[src/rtl/mgmt_pkg.sv]
// Shared constants, command type and frame builder for the MDIO command engine.
// Assumes clause-22 framing with a full preamble on every frame.
package mgmt_pkg;

    localparam int ADDR_W     = 5;
    localparam int DATA_W     = 16;
    localparam int PRE_BITS   = 32;
    localparam int HDR_BITS   = PRE_BITS + 2 + 2 + 2 * ADDR_W;   // bits before turnaround
    localparam int FRAME_BITS = HDR_BITS + 2 + DATA_W;          // 64
    localparam int DATA_POS   = HDR_BITS + 2;                   // first data bit index

    localparam logic [1:0] SOF_BITS = 2'b01;
    localparam logic [1:0] OP_READ  = 2'b10;
    localparam logic [1:0] OP_WRITE = 2'b01;
    localparam logic [1:0] TA_DRIVE = 2'b10;

    // Control word field positions
    localparam int WR_BIT  = 13;
    localparam int PHY_LSB = 8;
    localparam int REG_LSB = 0;
    localparam int FIN_BIT = 15;

    typedef struct packed {
        logic              is_wr;
        logic [ADDR_W-1:0] phy;
        logic [ADDR_W-1:0] regn;
    } mgmt_cmd_t;

    // Assemble the full serial frame, MSB transmitted first
    function automatic logic [FRAME_BITS-1:0] build_frame(mgmt_cmd_t c, logic [DATA_W-1:0] d);
        logic [1:0] op;
        logic [1:0] ta;
        logic [DATA_W-1:0] pay;
        op  = c.is_wr ? OP_WRITE : OP_READ;
        ta  = c.is_wr ? TA_DRIVE : 2'b11;
        pay = c.is_wr ? d : {DATA_W{1'b1}};
        return {{PRE_BITS{1'b1}}, SOF_BITS, op, c.phy, c.regn, ta, pay};
    endfunction

endpackage

[src/rtl/mgmt_mdc_gen.sv]
// MDC generator: divides clk by 2*DIV_HALF while enabled and flags the system
// cycle in which MDC will rise or fall at the next edge.
// Assumes en is held for a whole frame; MDC is forced low when en drops.
module mgmt_mdc_gen #(
    parameter int DIV_HALF = 4
) (
    input  logic clk,
    input  logic rst_n,
    input  logic en,
    output logic mdc,
    output logic rise_stb,
    output logic fall_stb
);
    localparam int CW = (DIV_HALF > 2) ? $clog2(DIV_HALF) : 1;
    localparam logic [CW-1:0] LAST = CW'(DIV_HALF - 1);

    logic [CW-1:0] cnt_q;
    logic          mdc_q;
    logic          tick;

    // Choose the tick source: every cycle for DIV_HALF of 1, else on counter wrap
    generate
        if (DIV_HALF == 1) begin : g_every
            assign tick = en;
        end else begin : g_count
            assign tick = en && (cnt_q == LAST);
        end
    endgenerate

    // Half-period counter and MDC toggle
    always_ff @(posedge clk) begin
        if (!rst_n || !en) begin
            cnt_q <= '0;
            mdc_q <= 1'b0;
        end else if (tick) begin
            cnt_q <= '0;
            mdc_q <= ~mdc_q;
        end else begin
            cnt_q <= cnt_q + 1'b1;
        end
    end

    assign mdc      = mdc_q;
    assign rise_stb = tick && !mdc_q;
    assign fall_stb = tick &&  mdc_q;

endmodule

[src/rtl/mgmt_frame_engine.sv]
// Frame sequencer: loads a 64-bit frame on start, shifts it out one bit per
// MDC falling edge, releases the line for read turnaround and data, and
// captures read data on MDC rising edges.
// Assumes start only arrives while idle and strobes come from mgmt_mdc_gen.
module mgmt_frame_engine
    import mgmt_pkg::*;
(
    input  logic              clk,
    input  logic              rst_n,
    input  logic              start,
    input  mgmt_cmd_t         cmd,
    input  logic [DATA_W-1:0] wdata,
    input  logic              rise_stb,
    input  logic              fall_stb,
    input  logic              mdio_i,
    output logic              busy,
    output logic              mdio_o,
    output logic              mdio_oe,
    output logic              rd_done,
    output logic [DATA_W-1:0] rd_value
);
    localparam int IW = $clog2(FRAME_BITS);
    localparam logic [IW-1:0] LAST_IDX  = IW'(FRAME_BITS - 1);
    localparam logic [IW-1:0] LAST_DRV  = IW'(HDR_BITS - 1);
    localparam logic [IW-1:0] FIRST_DAT = IW'(DATA_POS);

    logic [FRAME_BITS-1:0] sh_q;
    logic [IW-1:0]         idx_q;
    logic                  busy_q;
    logic                  is_wr_q;
    logic                  o_q;
    logic                  oe_q;
    logic [DATA_W-1:0]     cap_q;
    logic                  last_fall;
    logic [FRAME_BITS-1:0] frame;

    assign frame     = build_frame(cmd, wdata);
    assign last_fall = busy_q && fall_stb && (idx_q == LAST_IDX);

    // Frame load, bit advance on MDC fall, and line release
    always_ff @(posedge clk) begin
        if (!rst_n) begin
            busy_q  <= 1'b0;
            idx_q   <= '0;
            sh_q    <= '0;
            o_q     <= 1'b1;
            oe_q    <= 1'b0;
            is_wr_q <= 1'b0;
        end else if (start) begin
            busy_q  <= 1'b1;
            idx_q   <= '0;
            sh_q    <= frame;
            o_q     <= frame[FRAME_BITS-1];
            oe_q    <= 1'b1;
            is_wr_q <= cmd.is_wr;
        end else if (busy_q && fall_stb) begin
            if (last_fall) begin
                busy_q <= 1'b0;
                idx_q  <= '0;
                o_q    <= 1'b1;
                oe_q   <= 1'b0;
            end else begin
                idx_q <= idx_q + 1'b1;
                sh_q  <= {sh_q[FRAME_BITS-2:0], 1'b0};
                o_q   <= sh_q[FRAME_BITS-2];
                oe_q  <= is_wr_q || (idx_q < LAST_DRV);
            end
        end
    end

    // Read-data capture on MDC rising edges of the data bits
    always_ff @(posedge clk) begin
        if (!rst_n || start) begin
            cap_q <= '0;
        end else if (busy_q && rise_stb && !is_wr_q && (idx_q >= FIRST_DAT)) begin
            cap_q <= {cap_q[DATA_W-2:0], mdio_i};
        end
    end

    assign busy     = busy_q;
    assign mdio_o   = o_q;
    assign mdio_oe  = oe_q;
    assign rd_done  = last_fall && !is_wr_q;
    assign rd_value = cap_q;

endmodule

[src/rtl/mgmt_host_regs.sv]
// Host register pair: decodes command writes, gates launch on idle, holds the
// data register and forms readback. Assumes single-cycle host strobes.
module mgmt_host_regs
    import mgmt_pkg::*;
(
    input  logic              clk,
    input  logic              rst_n,
    input  logic              host_wr,
    input  logic              host_sel,
    input  logic [15:0]       host_wdata,
    input  logic              host_rsel,
    input  logic              busy,
    input  logic              rd_done,
    input  logic [DATA_W-1:0] rd_value,
    output logic [15:0]       host_rdata,
    output logic              launch,
    output mgmt_cmd_t         new_cmd,
    output mgmt_cmd_t         cmd_q,
    output logic [DATA_W-1:0] data_q
);
    logic unused_bits;

    assign unused_bits   = ^{host_wdata[15:14], host_wdata[7:5]};
    assign new_cmd.is_wr = host_wdata[WR_BIT];
    assign new_cmd.phy   = host_wdata[PHY_LSB +: ADDR_W];
    assign new_cmd.regn  = host_wdata[REG_LSB +: ADDR_W];
    assign launch        = host_wr && host_sel && !busy;

    // Latch the accepted command for readback
    always_ff @(posedge clk) begin
        if (!rst_n) begin
            cmd_q <= '0;
        end else if (launch) begin
            cmd_q <= new_cmd;
        end
    end

    // Data register: read completion wins over a host write in the same cycle
    always_ff @(posedge clk) begin
        if (!rst_n) begin
            data_q <= '0;
        end else if (rd_done) begin
            data_q <= rd_value;
        end else if (host_wr && !host_sel) begin
            data_q <= host_wdata;
        end
    end

    // Readback mux
    always_comb begin
        host_rdata = '0;
        if (host_rsel) begin
            host_rdata[FIN_BIT]                = !busy;
            host_rdata[WR_BIT]                 = cmd_q.is_wr;
            host_rdata[PHY_LSB +: ADDR_W]      = cmd_q.phy;
            host_rdata[REG_LSB +: ADDR_W]      = cmd_q.regn;
        end else begin
            host_rdata = data_q;
        end
    end

endmodule

[src/rtl/mgmt_serial_master.sv]
// Top of the MDIO command engine: host registers, frame sequencer and MDC
// divider. Assumes the host polls the finished flag between commands.
module mgmt_serial_master
    import mgmt_pkg::*;
#(
    parameter int DIV_HALF = 4
) (
    input  logic        clk,
    input  logic        rst_n,
    input  logic        host_wr,
    input  logic        host_sel,
    input  logic [15:0] host_wdata,
    input  logic        host_rsel,
    output logic [15:0] host_rdata,
    output logic        mdc,
    output logic        mdio_o,
    output logic        mdio_oe,
    input  logic        mdio_i
);
    logic              eng_busy;
    logic              launch;
    logic              rise_stb;
    logic              fall_stb;
    logic              rd_done;
    logic [DATA_W-1:0] rd_value;
    logic [DATA_W-1:0] data_q;
    mgmt_cmd_t         new_cmd;
    mgmt_cmd_t         cmd_q;

    mgmt_host_regs u_regs (
        .clk        (clk),
        .rst_n      (rst_n),
        .host_wr    (host_wr),
        .host_sel   (host_sel),
        .host_wdata (host_wdata),
        .host_rsel  (host_rsel),
        .busy       (eng_busy),
        .rd_done    (rd_done),
        .rd_value   (rd_value),
        .host_rdata (host_rdata),
        .launch     (launch),
        .new_cmd    (new_cmd),
        .cmd_q      (cmd_q),
        .data_q     (data_q)
    );

    mgmt_mdc_gen #(.DIV_HALF(DIV_HALF)) u_mdc (
        .clk      (clk),
        .rst_n    (rst_n),
        .en       (eng_busy),
        .mdc      (mdc),
        .rise_stb (rise_stb),
        .fall_stb (fall_stb)
    );

    mgmt_frame_engine u_eng (
        .clk      (clk),
        .rst_n    (rst_n),
        .start    (launch),
        .cmd      (new_cmd),
        .wdata    (data_q),
        .rise_stb (rise_stb),
        .fall_stb (fall_stb),
        .mdio_i   (mdio_i),
        .busy     (eng_busy),
        .mdio_o   (mdio_o),
        .mdio_oe  (mdio_oe),
        .rd_done  (rd_done),
        .rd_value (rd_value)
    );

endmodule

[config.mk]
export PLATFORM = sky130hd
export DESIGN_NAME = mgmt_serial_master
export DESIGN_NICKNAME = d
export VERILOG_FILES = /design/src/rtl/mgmt_pkg.sv /design/src/rtl/mgmt_mdc_gen.sv /design/src/rtl/mgmt_frame_engine.sv /design/src/rtl/mgmt_host_regs.sv /design/src/rtl/mgmt_serial_master.sv
export SDC_FILE = /design/constraint.sdc
export NUM_CORES = 1
export LEC_CHECK = 0
export BUFFER_PORTS_ARGS = -buffer_cell sky130_fd_sc_hd__buf_2
export CAP_MARGIN = 20
export CORE_MARGIN = 4
export CORE_UTILIZATION = 45
export DETAILED_ROUTE_END_ITERATION = 16
export PLACE_DENSITY = 0.62
export SLEW_MARGIN = 20
export SYNTH_ARGS = -nofsm -noshare
export SYNTH_HDL_FRONTEND = slang
export SYNTH_HIERARCHICAL = 1
export SYNTH_SLANG_ARGS = --single-unit
[constraint.sdc]
create_clock -name clk -period 2.2 [get_ports clk]
set_input_delay 0.33 -clock clk [delete_from_list [all_inputs] [get_ports clk]]
set_output_delay 0.33 -clock clk [all_outputs]
set_load 0.02 [all_outputs]
# Yosys cells after proc, flatten, opt, wreduce, memory -nomap -nowiden
# Index checks and enable logic that the tools add are counted.
# W data, S select, Z words.
# classes
add_sub_neg,2
order_cmp,2
eq_ne,3
n_mux,21
bitwise,3
n_reduce_logical,28
# ops
cell,count
$mux W63,3
$mux W16,3
$logic_and A1 B1 Y1,12
$mux W6,2
$mux W1,10
$add A6 B1 Y6 const B,1
$eq A6 B6 Y1 const B,1
$ge A6 B6 Y1 const B,1
$lt A6 B6 Y1 const B,1
$reduce_and A2 Y1,3
$reduce_bool A2 Y1,3
$logic_not A1 Y1,5
$mux W5,1
$reduce_or A2 Y1,2
$logic_or A1 B1 Y1,3
$mux W3,1
$not A1 Y1,3
$add A2 B1 Y2 const B,1
$eq A2 B2 Y1 const B,1
$mux W2,1
$ne A2 B1 Y1 const B,1
# totals
ff_bits,118
in_bits,22
output_inout_bits,19
word_cells,72

# Longest topological paths before layout
# Gate-level depths: netlist of run 1.
# logic_depth
word_depth,8
mapped_depth,11
mapped_depth_nobuf,7

# Hierarchy
# The synthesis of run 1 kept the hierarchy.
# by_module_without_submodules
module,instances,cells_each,area_per_inst_um2,seq_area_each_um2
mgmt_frame_engine,1,473,4209.0,1781.7
mgmt_host_regs,1,153,1348.8,540.5
mgmt_mdc_gen,1,12,116.4,60.1

# Worst setup path before layout of run 1
# No wires, ideal clock.
# synth_path
path_kind,register -> register
startpoint,register u_mdc.cnt_q[0]
endpoint,register u_regs.data_q[10]
setup_time_ns,0.070
arrival_ns,2.014
required_ns,2.130
slack_ns,0.116
stages_incl_launch_ff,12
n_path_buf,4
period_less_slack_ns,2.084
path_cell_list,dfxtp_1 -> ha_1 -> and3_2 -> buf_4 -> nand2_1 -> buf_2 -> buf_2 -> nor3_1 -> inv_1 -> clkbuf_1 -> o21ai_0 -> a21oi_1
# synth_between
elab_chain_len,7
elab_cells_between_ends,8
classes_between,eq/ne: 1; mux: 1; reduce/logical: 6
# synth_lines
item,line_no,source
start: declaration,mgmt_mdc_gen.sv:17,logic [CW-1:0] cnt_q;
start signal: assignment,mgmt_mdc_gen.sv:39,cnt_q <= cnt_q + 1'b1;
$eq A2 B2 Y1 *,mgmt_mdc_gen.sv:26,assign tick = en && (cnt_q == LAST);
$logic_and A1 B1 Y1 *,mgmt_mdc_gen.sv:26,
$logic_and A1 B1 Y1 *,mgmt_mdc_gen.sv:45,assign fall_stb = tick && mdc_q;
via fall_stb,mgmt_serial_master.sv:23,logic fall_stb;
$logic_and A1 B1 Y1 * (2 in series),mgmt_frame_engine.sv:38,assign last_fall = busy_q && fall_stb && (idx_q == LAST_IDX);
$logic_and A1 B1 Y1 *,mgmt_frame_engine.sv:83,assign rd_done = last_fall && !is_wr_q;
via rd_done,mgmt_serial_master.sv:24,logic rd_done;
$mux W16 / $reduce_bool A2 Y1 (equally long branches),--,
end signal: assignment,mgmt_host_regs.sv:43,data_q <= rd_value;
end signal: assignment,mgmt_host_regs.sv:45,data_q <= host_wdata;
end: declaration,mgmt_host_regs.sv:19,output logic [DATA_W-1:0] data_q
# Mark *: on every way through the listed nets, which the timed path passes. The rest lies on a longest branch.
# A chain may end at the register's enable or synchronous reset.

# Final worst setup path of run 1
# layout_path
startpoint,register u_mdc.cnt_q[0]
endpoint,register u_eng.sh_q[34]
# layout_between
elab_chain_len,7
elab_cells_between_ends,8
classes_between,eq/ne: 2; reduce/logical: 6
# layout_lines
item,line_no,source
$eq A2 B2 Y1 *,mgmt_mdc_gen.sv:26,
$logic_and A1 B1 Y1 *,mgmt_mdc_gen.sv:26,
$logic_and A1 B1 Y1 *,mgmt_mdc_gen.sv:45,
via fall_stb,mgmt_serial_master.sv:23,
$logic_and A1 B1 Y1 *,"mgmt_frame_engine.sv:38, mgmt_frame_engine.sv:56",
$logic_and A1 B1 Y1,mgmt_frame_engine.sv:38,
$ne A2 B1 Y1 (no line),--,
$reduce_and A2 Y1 (no line) *,--,
end signal: assignment,mgmt_frame_engine.sv:52,sh_q <= frame;
end signal: assignment,mgmt_frame_engine.sv:64,"sh_q <= {sh_q[FRAME_BITS-2:0], 1'b0};"
end: declaration,mgmt_frame_engine.sv:27,logic [FRAME_BITS-1:0] sh_q;
# Marks and branches as above.

==> flow_summary.yaml, run 1 <==
routing:
  drt_via_density: 5.99
  drtPass1Iterations: 5
  overall_via_count_from_detail_route: 4908
  routed_wire_length_per_instance_um: 17.2
  detailedRoute.firstIterationViolations: 450
  drt-total-wl_um: 14100
  drc: 0
  antenna_left: 0
timing:
  timing.final.max_slew_violations: 0
  relative_slew_margins_pct: 59.1
  fin_crit_sh_pct: 85.1
  max_freq_mhz: 534
  layout_setup_ws_ns: 0.327
  worst_slew_pin_slew_ns: 0.613
  rsz0062_at_grt: "false"
  fin_setup_tns_ns: 0
  hold_violations: 0
  timing.clock.skew_ns: 0.00708
  setup_viol_count_final: 0
  finalCriticalPeriod_ns: 1.87
synth:
  synthFlopType: "dfxtp_1"
  synth_seq_cells: 119
  post_synth_num_cell_types: 48
  async_reset_ff_share_pct: 0
  yosys_warnings: 6
  synth_area_leaders: "dfxtp_1 42%, a21oi_1 6.2%, a311o_1 5.8%"
  synth.yosys.seq_area_share_pct: 42.0
  synth-simple-area-share_pct: 14.5
  synthesis.area_mm2: 0.00567
  netlist_instances: 638
  synth-compound-area-share_pct: 25.9
  yosys.area_share.xor_xnor_pct: 0.309
  synth_fa_ha_area_share_pct: 0.662
  post_synth_mux_area_share_pct: 8.20
  synth_top_cell_by_area: "dfxtp_1"
  synth_largest_type_area_fraction_pct: 42.0
  postSynthNetCount: 663
  postSynthAreaPerCell_um2: 8.89
  synth-edff-count: 0
  largest_family_of_logic_cells_by_synthesized_area: "compound AO/OA/AOI/OAI gates"
clocking:
  post_cts_resize_count: 0
  post_cts.repair.setup_buffers: 0
  cts_hold_buf: 0
  cts_inserted_buffers: 17
  clock_sink_count: 119
  clk_path_buf_depth: 2
  cts_tree: "yes"
  h_tree_depth_reported_by_cts: 4
  root_buffer: "clkbuf_16"
  clkLatencyLatePin_ns: 0.41
  cts.clk_slew.worst_paths_ns: 0.05
setup_path:
  worstSetupStartpointType: "register"
  critPathBufInv: 1
  critical_path_peak_fanout: 34
  critical_path_required_ns: 2.50
  r2r_setup_slack_ns: 0.33
  critical_path_arrival_ns: 2.17
  cp-end-kind: "register"
  worst_setup_path_startpoint: "u_mdc/cnt_q[0]$_SDFF_PP0_"
  setup.worst_path.class: "reg -> reg"
  max_stage_delay_ns: 0.36
  cpLargestDelayFamily: "simple AND/OR/NAND/NOR gates"
  crit_slowest_cell: "and2_1"
  regToRegStartpoint: "u_mdc/cnt_q[0]$_SDFF_PP0_"
  worstPathCellList: "ha_1 > and3_2 > and2_1 > o21ai_4 > buf_12 > a311o_1"
power:
  max-vdd-ir-drop_mv: 0.545
  static-leakage-power_nw: 2.44
  power-per-cell-area_mw_per_mm2: 834
floorplanning:
  initial_core_util_pct: 46.7
  die_w_um: 120
  pin_count: 41
  core-area_mm2: 0.0122
  fp-row-count: 40
  die-area_mm2: 0.0145
  dieHeight_um: 120
worst_hold_path:
  critical_hold_path_startpoint: "mdio_i"
  holdCritPathClass: "in -> reg"
global_routing:
  groute.usage.overall_pct: 19.5
  first_global_vias: 4414
  grt_first_pass_wirelength_um: 22800
  global_route.overflow_total: 0
  grt_antenna_before_repair: 0
  largest_net_degree_at_the_start_of_global_routing: 57
place:
  io_buffers: 40
  detailedPlacementHpwl_um: 9040
  pre_cts_slack_ns: 0.365
  gp_routability_congestion: 0.792
status:
  status: "complete, no violations"
cells_and_area:
  area_added_between_synthesis_and_finish_pct: 14.2
  fraction_of_final_layout_cells_sized_beyond_drive_strength_1_pct: 17.9
  finish.utilization_pct: 53.3
  layout.nets: 668
  n_antenna_cell: 0
flow_run:
  drv.max_cap_violation_count: 0
final cells by class:
class                           count  area [µm²]
Clock buffer                       24         492
Clock inverter                      4        70.1
Fill cell                        1139        5680
Inverter                            5        18.8
Multi-Input combinational cell    427        2820
Sequential cell                   119        2380
Tap cell                          168         210
Timing Repair Buffer               73         488
routing by layer:
layer  GRT usage, %  vias to the layer above  routed length, µm
li1               -                     2420                  -
met1           27.1                     2357               6680
met2           29.6                      115               6720
met3           4.86                       16                558
met4           6.80                        0                186
met5              0                        -                  0
report_power, final:
part | switching (mW) | internal, mW | leakage, nW
clock | 0.900 | 1.75 | 0.278
combinational | 0.235 | 0.176 | 1.19
sequential | 0.0702 | 2.27 | 0.973
worst min-delay path: cells and delay by family:
family	cells	cell delay, ns
compound gates	1	0.05
buf+inv	1	0.10
simple gates	1	0.05
logic make-up (layout without fill, tap and decap cells):
family | Yosys count | in the layout
AOI/OAI and AO/OA | 221 | 221
xor gates and xnor gates | 2 | 2
adders and majority gates | 3 | 3
buffers and inverters | 92 | 106
DFF | 119 | 119
muxes | 45 | 45
and+or+nand+nor | 156 | 156
state kept, by name (all words and copies together) (netlist names):
| name | count |
|---|---|
| u_eng/is_wr_q | 1 |
| u_eng/mdio_o | 1 |
| u_mdc/mdc | 1 |
| u_regs/data_q | 16 |
| u_eng/busy | 1 |
| u_mdc/cnt_q | 2 |
| u_eng/idx_q | 6 |
| u_eng/sh_q | 63 |
| u_eng/rd_value | 16 |
| u_eng/mdio_oe | 1 |
| u_regs/cmd_q | 11 |
synthesized netlist by cell type (11+ instances only):
cell / count
dfxtp_1: 119
a21oi_1: 70
o21ai_0: 58
nand2_1: 45
nand4_1: 45
clkbuf_1: 39
a311o_1: 33
mux2i_1: 33
nand3_1: 32
buf_2: 23
buf_4: 20
o221ai_1: 16
mux2_2: 12
a31oi_1: 11
cells in the final DEF (no fill, tap or decap), drive strengths merged, types with 11 or more instances in the layout:
master,instances
dfxtp,119
buf,73
a21oi,70
o21ai,60
nand2,46
nand4,45
a311o,33
mux2i,33
nand3,33
clkbuf,24
o221ai,16
mux2,12
a31oi,11
worst paths after layout:
check,endpoint,depth (start not counted)
max,u_eng/sh_q[34]$_SDFFE_PN0P_,6
min,u_eng/rd_value[0]$_SDFFE_PP0P_,3
max reg2reg,u_eng/sh_q[34]$_SDFFE_PN0P_,6
min reg2reg,u_mdc/cnt_q[0]$_SDFF_PP0_,1
stage by stage:
stage	power [mW]	instance area, µm²	hold slack [ns]	cells
finish	5.41	6480	0.163	820
global route	5.62	6480	0.174	820
CTS	5.45	6480	0.154	820
detailed placement	2.79	5920	0.423	792
global placement	2.78	5920	0.413	792
floorplan	2.67	5670	0.404	638
(Power assumes the default switching activity.)
==> inputs of run 2 (changes only) <==
- PLACE_DENSITY: 0.62 -> 0.59
- clock period: 2.2 -> 1.85 ns (I/O delays scaled with it)
==> flow_summary.yaml, run 2 (synthesis gave the netlist of run 1 again) <==
clocking:
  h_tree_depth_reported_by_cts: 4
  cts_tree: "yes"
  root_buffer: "clkbuf_16"
  post_cts.repair.setup_buffers: 0
  clock_sink_count: 119
  cts_inserted_buffers: 17
  clkLatencyLatePin_ns: 0.42
  clk_path_buf_depth: 2
  cts.clk_slew.worst_paths_ns: 0.05
setup_path:
  setup_crit_end: "host_rdata[15]"
  worst_setup_path_startpoint: "u_eng/busy$_SDFFE_PN0P_"
  r2r_setup_slack_ns: 0.13
  worstPathCellList: "buf_6 > a21oi_1 > buf_2"
  worstSetupStartpointType: "register"
  crit_slowest_cell: "dfxtp_4"
  critPathBufInv: 2
  critical_path_arrival_ns: 1.48
  regToRegEndpoint: "u_eng/idx_q[5]$_SDFFE_PP0P_"
  setup.worst_path.class: "reg -> out"
  critical_path_required_ns: 1.57
  regToRegStartpoint: "u_mdc/cnt_q[0]$_SDFF_PP0_"
  max_stage_delay_ns: 0.43
  crit_cells: 3
  timing.reg2reg.worst_path_depth: 6
  cpLargestDelayFamily: "buffers and inverters"
  critical_path_peak_fanout: 36
  cp-end-kind: "primary output"
flow_run:
  drv.max_cap_violation_count: 0
cells_and_area:
  fillers: 1113
  most_common_library_cell_in_the_layout_ignoring_fill_and_taps: "dfxtp_1"
  layout.nets: 671
  largest_register: "u_eng/sh_q"
  final_cell_count_no_fill: 827
  fraction_of_final_layout_cells_sized_beyond_drive_strength_1_pct: 20.2
  max_ffs_per_register: 63
  n_antenna_cell: 0
  area_added_between_synthesis_and_finish_pct: 17.2
  most_frequent_cells_in_the_layout: "115 x dfxtp_1, 70 x a21oi_1, 55 x o21ai_0"
timing:
  fin_crit_sh_pct: 95.0
  layout_setup_ws_ns: 0.0926
  setup_viol_count_final: 0
  worst_slew_pin_slew_ns: 0.619
  timing.final.max_slew_violations: 0
  hold_violations: 0
  rsz0062_at_grt: "false"
  max_freq_mhz: 569
  fin_setup_tns_ns: 0
  finalCriticalPeriod_ns: 1.76
  relative_slew_margins_pct: 58.7
  timing.clock.skew_ns: 0.00484
global_routing:
  grt_first_pass_wirelength_um: 24000
  groute.usage.overall_pct: 20.6
  global_route.overflow_total: 0
  largest_net_degree_at_the_start_of_global_routing: 62
  first_global_vias: 4599
  grt_antenna_before_repair: 0
routing:
  routed_wire_length_per_instance_um: 17.5
  overall_via_count_from_detail_route: 4926
  drc: 0
  detailedRoute.firstIterationViolations: 489
  drt_via_density: 5.96
  antenna_left: 0
  drt-total-wl_um: 14500
  drtPass1Iterations: 5
floorplanning:
  initial_core_util_pct: 46.7
  die_w_um: 120
  core-area_mm2: 0.0122
  die-area_mm2: 0.0145
  dieHeight_um: 120
  pin_count: 41
  fp-row-count: 40
worst_hold_path:
  holdCritPathClass: "in -> reg"
  hold-path-cell-count: 3
power:
  static-leakage-power_nw: 2.50
  report.power.total_mw: 6.84
  power-per-cell-area_mw_per_mm2: 1030
  max-vdd-ir-drop_mv: 0.642
place:
  gp_routability_congestion: 0.805
  detailedPlacementHpwl_um: 9270
  pre_cts_slack_ns: 0.0817
  dpl.cell_count: 795
  io_buffers: 40
status:
  status: "complete, no violations"
run 2: changes by cell type in the layout (fill, tap and decap cells not counted), sizes merged:
cell / previous run / this run
clkbuf: 24 / 20
clkinv: 2 / 6
bufinv: 2 / 4
clkinvlp: 0 / 2
buf: 73 / 76
run 2: worst min-delay path by stage:
stage | to | from
3_5_place_dp | u_mdc/cnt_q[0]$_SDFF_PP0_ | u_mdc/cnt_q[0]$_SDFF_PP0_
5_1_grt | u_eng/rd_value[0]$_SDFFE_PP0P_ | mdio_i
4_1_cts | u_eng/rd_value[0]$_SDFFE_PP0P_ | mdio_i
6_report | u_eng/rd_value[0]$_SDFFE_PP0P_ | mdio_i
3_3_place_gp | u_mdc/cnt_q[0]$_SDFF_PP0_ | u_mdc/cnt_q[0]$_SDFF_PP0_
2_1_floorplan | u_mdc/cnt_q[0]$_SDFF_PP0_ | u_mdc/cnt_q[0]$_SDFF_PP0_
run 2: timing repair:
action                                  in CTS  in global routing
resized for setup                            1                  1
hold buffers                                 0                  0
pin swaps                                    0                  0
endpoints found under the setup margin       1                 15
run 2: worst reg2reg max path: stages (launching register included):
cell	delay, ns
dfxtp_2	0.34
ha_4	0.16
and3_4	0.21
nand2_2	0.07
buf_4	0.17
or4_1	0.51
a31oi_1	0.18
run 2: per-stage QoR:
step	cell area, µm²	utilization (%)	hold WS (ns)
detailed placement	6000	49.4	0.423
global route	6650	54.7	0.113
floorplan	5750	-	0.412
global placement	6000	49.4	0.417
finish	6650	54.7	0.114
CTS	6650	54.7	0.0944
run 2: layer usage:
layer  global-route usage, %  part of all wire [%]  vias to the layer above
met2                    30.6                    46                       92
met1                    28.7                    48                     2391
met4                    7.15                   1.5                        0
li1                        -                     -                     2426
met5                       0                     0                        -
met3                    5.75                   4.3                       17
run 2: area by class of cell:
| cell class | count | area [µm²] | area share [%] |
|---|---|---|---|
| clock inverters | 12 | 173 | 2.60 |
| repair buffers | 76 | 552 | 8.30 |
| clock buffers | 20 | 468 | 7.04 |
| flip-flops and latches | 119 | 2390 | 35.9 |
| well taps | 168 | 210 | 3.16 |
| multi-input cells | 427 | 2840 | 42.7 |
| inverters | 5 | 18.8 | 0.282 |
run 2: report_power, final:
| group | total (mW) | switching, mW | internal [mW] | leakage, nW |
|---|---|---|---|---|
| clock network | 3.56 | 1.20 | 2.36 | 0.311 |
| registers | 2.79 | 0.0905 | 2.70 | 0.975 |
| logic | 0.492 | 0.277 | 0.215 | 1.21 |
==> inputs of run 3 (changes only) <==
- ABC_AREA: not set -> 1
- PLACE_DENSITY: 0.59 -> 0.6
==> flow_summary.yaml, run 3 <==
cells_and_area:
  fraction_of_final_layout_cells_sized_beyond_drive_strength_1_pct: 19.6
  largest_register: "u_eng/sh_q"
  most_frequent_cells_in_the_layout: "150 x nor2_1, 141 x nand2_1, 117 x dfxtp_1"
  final_cell_area_mm2: 0.00637
  max_ffs_per_register: 63
  n_antenna_cell: 0
  fillers: 1112
  most_common_library_cell_in_the_layout_ignoring_fill_and_taps: "nor2_1"
  area_added_between_synthesis_and_finish_pct: 18.8
  final_cell_count_no_fill: 943
  layout.nets: 812
routing:
  drt_via_density: 5.10
  detailedRoute.firstIterationViolations: 282
  drtPass1Iterations: 5
  drc: 0
  drt-total-wl_um: 13200
  routed_wire_length_per_instance_um: 14.0
  overall_via_count_from_detail_route: 4810
  antenna_left: 0
timing:
  fin_hold_ws_ns: 0.104
  finalCriticalPeriod_ns: 1.80
  timing.clock.skew_ns: 0.0102
  max_freq_mhz: 557
  rsz0062_at_grt: "true"
  worst_slew_pin_slew_ns: 0.417
  layout_setup_ws_ns: 0.0548
  hold_violations: 0
  setup_viol_count_final: 0
  relative_slew_margins_pct: 72.1
  timing.final.max_slew_violations: 0
  fin_crit_sh_pct: 97.0
setup_path:
  regToRegStartpoint: "u_mdc/cnt_q[0]$_SDFF_PP0_"
  critical_path_required_ns: 2.18
  worstPathCellList: "ha_4 > nand2_4 > nor2_4 > nand2_2 > nor2_4 > nand2_2 > nor2_2 > buf_6 > clkinv_8 > nand2_8 > buf_6 > nand2_1 > a21oi_1"
  regToRegEndpoint: "u_regs/data_q[2]$_SDFFE_PN0P_"
  critical_path_arrival_ns: 2.12
  max_stage_delay_ns: 0.35
  critical_path_peak_fanout: 8
  crit_slowest_cell: "dfxtp_2"
  cp-end-kind: "register"
  r2r_setup_slack_ns: 0.05
  timing.reg2reg.worst_path_depth: 13
  worstSetupStartpointType: "register"
  setup.worst_path.class: "reg -> reg"
synth:
  synth_largest_type_area_fraction_pct: 44.4
  postSynthAreaPerCell_um2: 7.12
  synth.yosys.seq_area_share_pct: 44.4
  async_reset_ff_share_pct: 0
  netlist_instances: 753
  synth_area_leaders: "dfxtp_1 44%, nor2_1 11%, nand2_1 10%"
  yosys_warnings: 6
  synthMostInstantiatedCell: "nor2_1"
  netlist_top_cells_count: "156 x nor2_1, 144 x nand2_1, 119 x dfxtp_1, 51 x o21ai_1, 47 x a21oi_1"
  synth_top_cell_by_area: "dfxtp_1"
  synthesis.area_mm2: 0.00536
  synth_seq_cells: 119
  synth-edff-count: 0
  post_synth_num_cell_types: 33
  synthFlopType: "dfxtp_1"
  postSynthNetCount: 778
global_routing:
  grt_antenna_before_repair: 0
  first_global_vias: 4466
  grt_first_pass_wirelength_um: 21200
  global_route.overflow_total: 0
  largest_net_degree_at_the_start_of_global_routing: 71
  groute.usage.overall_pct: 19.7
floorplanning:
  core-area_mm2: 0.0115
  fp-row-count: 39
  dieHeight_um: 117
  die_w_um: 117
  die-area_mm2: 0.0137
  pin_count: 41
  initial_core_util_pct: 46.5
power:
  power-per-cell-area_mw_per_mm2: 1040
  report.power.total_mw: 6.63
  static-leakage-power_nw: 2.97
  max-vdd-ir-drop_mv: 0.544
clocking:
  cts_tree: "yes"
  root_buffer: "clkbuf_16"
  h_tree_depth_reported_by_cts: 4
  cts_hold_buf: 0
  cts_inserted_buffers: 17
  clkLatencyLatePin_ns: 0.41
  clk_path_buf_depth: 2
  clock_sink_count: 119
  cts.clk_slew.worst_paths_ns: 0.06
worst_hold_path:
  holdCritPathClass: "in -> reg"
  hold_end: "u_eng/rd_value[0]$_SDFFE_PP0P_"
  hold-path-cell-count: 3
  critical_hold_path_startpoint: "mdio_i"
place:
  io_buffers: 40
  dpl.cell_count: 905
  detailedPlacementHpwl_um: 8780
  gp_routability_congestion: 0.912
  post_dp_cell_area_mm2: 0.00559
  pre_cts_slack_ns: -0.0375
flow_run:
  drv.max_cap_violation_count: 0
status:
  status: "complete, no violations"
-- run 3: cell count changes in the layout (fill, tap and decap cells not counted), moves of 11 or more --
cell,previous run,this run
a21oi_1,70,45
a311o_1,33,0
a31oi_1,11,0
buf_4,30,17
inv_1,4,45
mux2_2,12,0
mux2i_1,33,0
nand2_1,44,141
nand4_1,45,1
nor2_1,5,150
o21ai_0,55,43
o21ai_1,4,51
o221ai_1,16,0
or2_2,0,13
-- run 3: repair_timing --
action | CTS | global route
gates resized for setup | 11 | 23
pin swaps | 2 | 10
setup buffers | 0 | 3
cloned | 0 | 3
endpoints found under the setup margin | 15 | 49
-- run 3: power breakdown --
group          switching (mW)  total, mW  leakage (nW)  internal, mW
clock network            1.26       3.31         0.286          2.05
registers              0.0688       2.77         0.976          2.70
logic                   0.346      0.554          1.71         0.207
total                    1.67       6.63          2.97          4.95
-- run 3: routing by layer --
layer	track usage, %	vias to the layer above	routed length [µm]
li1	-	2450	-
met1	24.9	2197	5870
met2	32.0	133	6280
met3	4.47	30	683
met4	8.79	0	336
met5	0	-	0
-- run 3: critical path: cells and delay by family (launching register included) --
| family | cells | cell delay [ns] |
|---|---|---|
| flip-flops | 1 | 0.35 |
| AO/OA/AOI/OAI | 1 | 0.13 |
| buffers and inverters | 3 | 0.35 |
| adder cells (fa/ha/maj) | 1 | 0.15 |
| AND/OR/NAND/NOR | 8 | 0.72 |
-- run 3: logic make-up after synthesis --
family / count (synthesis) / share of synthesized area, %
flops: 119 / 44.4
simple gates: 377 / 30.0
xor+xnor: 1 / 0.163
compound gates: 147 / 14.0
buf+inv: 106 / 10.7
fa+ha+maj: 3 / 0.700
-- run 3: how the worst max path moves through the flow --
stage / cells after the start / slack (ns) / endpoint / from
floorplan: 14 / 0.0003 / u_regs/data_q[15]$_SDFFE_PN0P_ / u_mdc/cnt_q[0]$_SDFF_PP0_
global placement: 13 / 0.05 / u_regs/data_q[6]$_SDFFE_PN0P_ / u_mdc/cnt_q[0]$_SDFF_PP0_
finish: 13 / 0.05 / u_regs/data_q[2]$_SDFFE_PN0P_ / u_mdc/cnt_q[0]$_SDFF_PP0_
global route: 13 / -0.07 / u_regs/data_q[0]$_SDFFE_PN0P_ / u_mdc/cnt_q[0]$_SDFF_PP0_
detailed placement: 13 / -0.04 / u_regs/data_q[2]$_SDFFE_PN0P_ / u_mdc/cnt_q[0]$_SDFF_PP0_
CTS: 13 / 0.007 / u_regs/data_q[2]$_SDFFE_PN0P_ / u_mdc/cnt_q[0]$_SDFF_PP0_
-- run 3: cell type report --
class                      count  area (µm²)  area share (%)
timing repair buffer          66         473            7.43
tap                          143         179            2.81
timing repair inverter         2        17.5           0.275
clock buffer                  18         439            6.90
multi-input combinational    528        2500            39.2
inverter                      53         213            3.34
sequential                   119        2380            37.5
clock inverter                14         164            2.57
-- run 3: stage by stage --
stage,util [%],TNS (ns)
floorplan,-,0
finish,55.3,0
CTS,54.0,0
global placement,48.5,0
global route,55.3,-0.651
detailed placement,48.5,-0.191
